## src/rtl/oneshot_pulse.sv

```systemverilog
module oneshot_pulse #(
  parameter int PULSE_CYCLES = 6,
  parameter int SYNC_STAGES  = 2
) (
  input  logic clk,
  input  logic rst_n,
  input  logic trig_rise,
  input  logic trig_fall,
  input  logic retrig_en,
  output logic q,
  output logic q_n
);
  localparam int CW    = $clog2(PULSE_CYCLES + 1);
  localparam int RECOV = SYNC_STAGES + 1;
  localparam int RW    = $clog2(RECOV + 1);
  localparam logic [CW-1:0] LOAD = CW'(PULSE_CYCLES);

  logic [SYNC_STAGES-1:0] a_sync, b_sync;
  logic                   a_prev, b_prev;
  logic [RW-1:0]          rec_cnt;
  logic [CW-1:0]          cnt;
  logic                   a_now, b_now, armed, hit, load;

  assign a_now = a_sync[SYNC_STAGES-1];
  assign b_now = b_sync[SYNC_STAGES-1];
  assign armed = (rec_cnt == RW'(RECOV));
  assign hit   = armed & ((a_now & ~a_prev & b_now) | (~b_now & b_prev & ~a_now));
  assign load  = hit & (retrig_en | (cnt == '0));

  always_ff @(posedge clk or negedge rst_n) begin
    if (!rst_n) begin
      a_sync <= '0;
      b_sync <= '1;
      a_prev <= 1'b0;
      b_prev <= 1'b1;
    end else begin
      a_sync <= {a_sync[SYNC_STAGES-2:0], trig_rise};
      b_sync <= {b_sync[SYNC_STAGES-2:0], trig_fall};
      a_prev <= a_now;
      b_prev <= b_now;
    end
  end

  always_ff @(posedge clk or negedge rst_n) begin
    if (!rst_n)     rec_cnt <= '0;
    else if (!armed) rec_cnt <= rec_cnt + 1'b1;
  end

  always_ff @(posedge clk or negedge rst_n) begin
    if (!rst_n)           cnt <= '0;
    else if (load)        cnt <= LOAD;
    else if (cnt != '0)   cnt <= cnt - 1'b1;
  end

  assign q   = (cnt != '0);
  assign q_n = ~q;
endmodule

```

## config.mk

```make
export PLATFORM = sky130hd
export DESIGN_NAME = oneshot_pulse
export DESIGN_NICKNAME = d
export VERILOG_FILES = /design/src/rtl/oneshot_pulse.sv
export SDC_FILE = /design/constraint.sdc
export NUM_CORES = 1
export LEC_CHECK = 0
export BUFFER_PORTS_ARGS = -buffer_cell sky130_fd_sc_hd__buf_2
export CAP_MARGIN = 30
export CORE_AREA = 2 2 39 41
export DETAILED_ROUTE_END_ITERATION = 8
export DIE_AREA = 0 0 41 43
export SLEW_MARGIN = 20
export SYNTH_ARGS = -nofsm -noshare
export SYNTH_HDL_FRONTEND = slang
export SYNTH_SLANG_ARGS = --single-unit
```

## constraint.sdc

```tcl
create_clock -name clk -period 3.8 [get_ports clk]
set_input_delay 0 -clock clk [delete_from_list [all_inputs] [get_ports clk]]
set_output_delay 0 -clock clk [all_outputs]
set_load 0.005 [all_outputs]
```

==> flow_summary.toml <==
[critical_path]
cp-end-kind = "register"
cp_top_family = "flip-flops"
start_kind = "register"
cp_cell_sequence = "inv_1 > ha_1 > nor2b_4 > inv_2 > nor3_2 > o21ai_0"
cp.required_ns = 3.94
path_max_fanout = 3
cp_num_buf_inv = 2
critical_path_class = "reg2reg"
arrival_ns = 1.50
max_stage_delay_ns = 0.40
cpMaxStageDelayCell = "dfrtp_1"

[clocking]
cts_tree = "yes"
cts.clk_slew.worst_paths_ns = 0.07
cts.path.max_buffers = 2
clock_sinks = 11
numCtsBuffers = 3
ctsHoldBuffers = 3
cts_setup_buffers = 0
cts-root-buf = "clkbuf_4"
cts-resized-gates = 0
clk_latency_ns = 0.26
htreeDepth = 1

[sta]
timing.fmax_mhz = 735
max-slew-margin-rel = 0.834
layout_setup_ws_ns = 2.44
post-route-period-util = 0.358
period_needed_ns = 1.36
setup_viol = 0
clock_skew_ns = 0.00130
tightestPinTransition_ns = 0.249
hold_violations = 0
slew_viol_final = 0
rsz0062_at_grt = "false"
fin_setup_tns_ns = 0

[logic_synthesis]
yosysTopAreaCellShare = 0.449
syn_avg_cell_area_um2 = 14.8
seq_area_frac_synth = 0.626
netlist_top_cells_area = "dfrtp_1, dfstp_2, ha_1"
ys_types = 18
netlist_area_um2 = 445
synthesis.nets = 38
syn_inst = 30
yosysWarningCount = 0
synth_top_area_cell = "dfrtp_1"
synth_seq_cells = 11

[global_routing]
grt_pass1_vias = 314
grt_antenna_before_repair = 0
grt_use_total = 0.114
grt_max_degree = 12
grt_pass1_wl_um = 1290
grt-ovfl-total = 0

[layout]
antenna_cells = 0
final_cells = 59
fin_nets = 52
area.growth.synth_to_final_pct = 23.9
drive_above_1_share = 0.419

[worst_hold_path]
hold_class = "in2reg"

[die]
die-area_um2 = 1760
start_util = 0.322
io_pins = 7
fp.dieH_um = 43
die_x_um = 41
core_um2 = 1380
rows = 14

[power]
seqPwrFrac = 0.478
leakage_uw = 0.000246
ir_drop_mv = 0.189
combPwrFrac = 0.280
clockPowerShare = 0.243
power_switching_uw = 90.6
switching_share = 0.288
power.total_uw = 315
intPower_uw = 224
powerDensity_nw_per_um2 = 571

[outcome]
status = "finished, final reports clean"

[place]
dp_slack_ns = 2.43
hpwlAfterDp_um = 585
gp_congestion = 0.699
io_buffers = 6
dp.cells = 52

[routing]
num_vias = 275
dr.pass1.iters = 2
drt_wl_total_um = 730
wl_per_cell_um = 12.4
detail-route-antenna-nets = 0
drc_errors = 0
first_iter_violations = 1
via_per_inst = 4.66

[run]
maxCapViolations = 0
-- area by class of cell --
| cell class | instances | area [um^2] |
|---|---|---|
| fill | 144 | 832 |
| clock buffer | 4 | 26.3 |
| multi-input combinational | 16 | 155 |
| tap | 16 | 20.0 |
| timing repair buffer | 9 | 60.1 |
| sequential | 11 | 279 |
| inverter | 3 | 11.3 |
-- power groups by stage --
stage / logic, uW / registers [uW] / clock network (uW)
3_3_place_gp: 79.0 / 152 / 0
6_report: 88.0 / 150 / 76.5
4_1_cts: 90.5 / 151 / 79.3
3_5_place_dp: 87.6 / 153 / 0
2_1_floorplan: 63.2 / 150 / 0
5_1_grt: 99.5 / 153 / 86.1
-- flip-flops by register name, summed over array words and instances, names as in the netlist --
signal,count
a_sync,2
cnt,3
b_sync,2
rec_cnt,2
a_prev,1
b_prev,1
-- cells by family (layout without fill, tap and decap cells) --
family	after synthesis	after routing	synth area share
mux	1	1	0.0253
simple gates	6	6	0.132
compound gates	5	5	0.0871
xor+xnor	1	1	0.0197
buf+inv	3	16	0.0253
fa+ha+maj	3	3	0.0843
flops	11	11	0.626
-- cell usage after synthesis --
cell type / n
inv_2: 1
and4b_1: 1
inv_1: 2
o21ai_2: 1
dfstp_2: 3
ha_1: 3
nor2b_4: 1
nor3_1: 1
nor3_2: 1
nor2_1: 1
mux2_2: 1
a21o_1: 1
o21ai_0: 1
and4bb_4: 1
a32oi_1: 1
a22o_1: 1
dfrtp_1: 8
xnor2_1: 1
-- path summary, 6_finish.rpt --
kind | start | to | slack (ns) | depth (start not counted)
worst max-delay path | cnt[0] | cnt[2] | 2.44 | 6
worst min-delay path | retrig_en | cnt[2] | 0.005 | 3
worst min register to register | a_sync[0] | a_sync[1] | 0.35 | 0
worst max register to register | cnt[0] | cnt[2] | 2.44 | 6
max in group asynchronous | rst_n | b_prev | 3.41 | 2
min in group asynchronous | rst_n | a_sync[0] | 0.12 | 2
-- cells in the final DEF, fill, tap and decap left out, types with 2 or more instances in the layout --
master and count:
dfstp_2 3, dlygate4sd3_1 3, inv_1 2, buf_2 6, clkbuf_4 3, dfrtp_1 8
ha_1 3
-- through the flow --
step / area (um^2) / util / hold WS, ns
finish: 552 / 0.399 / 0.00543
global route: 552 / 0.399 / 0.0266
CTS: 552 / 0.399 / 0.00671
detailed placement: 495 / 0.358 / -0.118
global placement: 495 / 0.358 / -0.129
floorplan: 445 / - / -0.296
-- tightest hold or removal path: stages --
cell	delay [ns]
buf_2	0.09
o21ai_2	0.06
o21ai_0	0.08
-- metal layers --
layer,up-vias,GRT usage,part of all wire
met2,5,0.191,0.59
met4,0,0.0600,0
li1,132,-,-
met3,0,0.0471,0.026
met1,138,0.112,0.38
met5,-,0,0
Power figures use the tool's default switching activity.
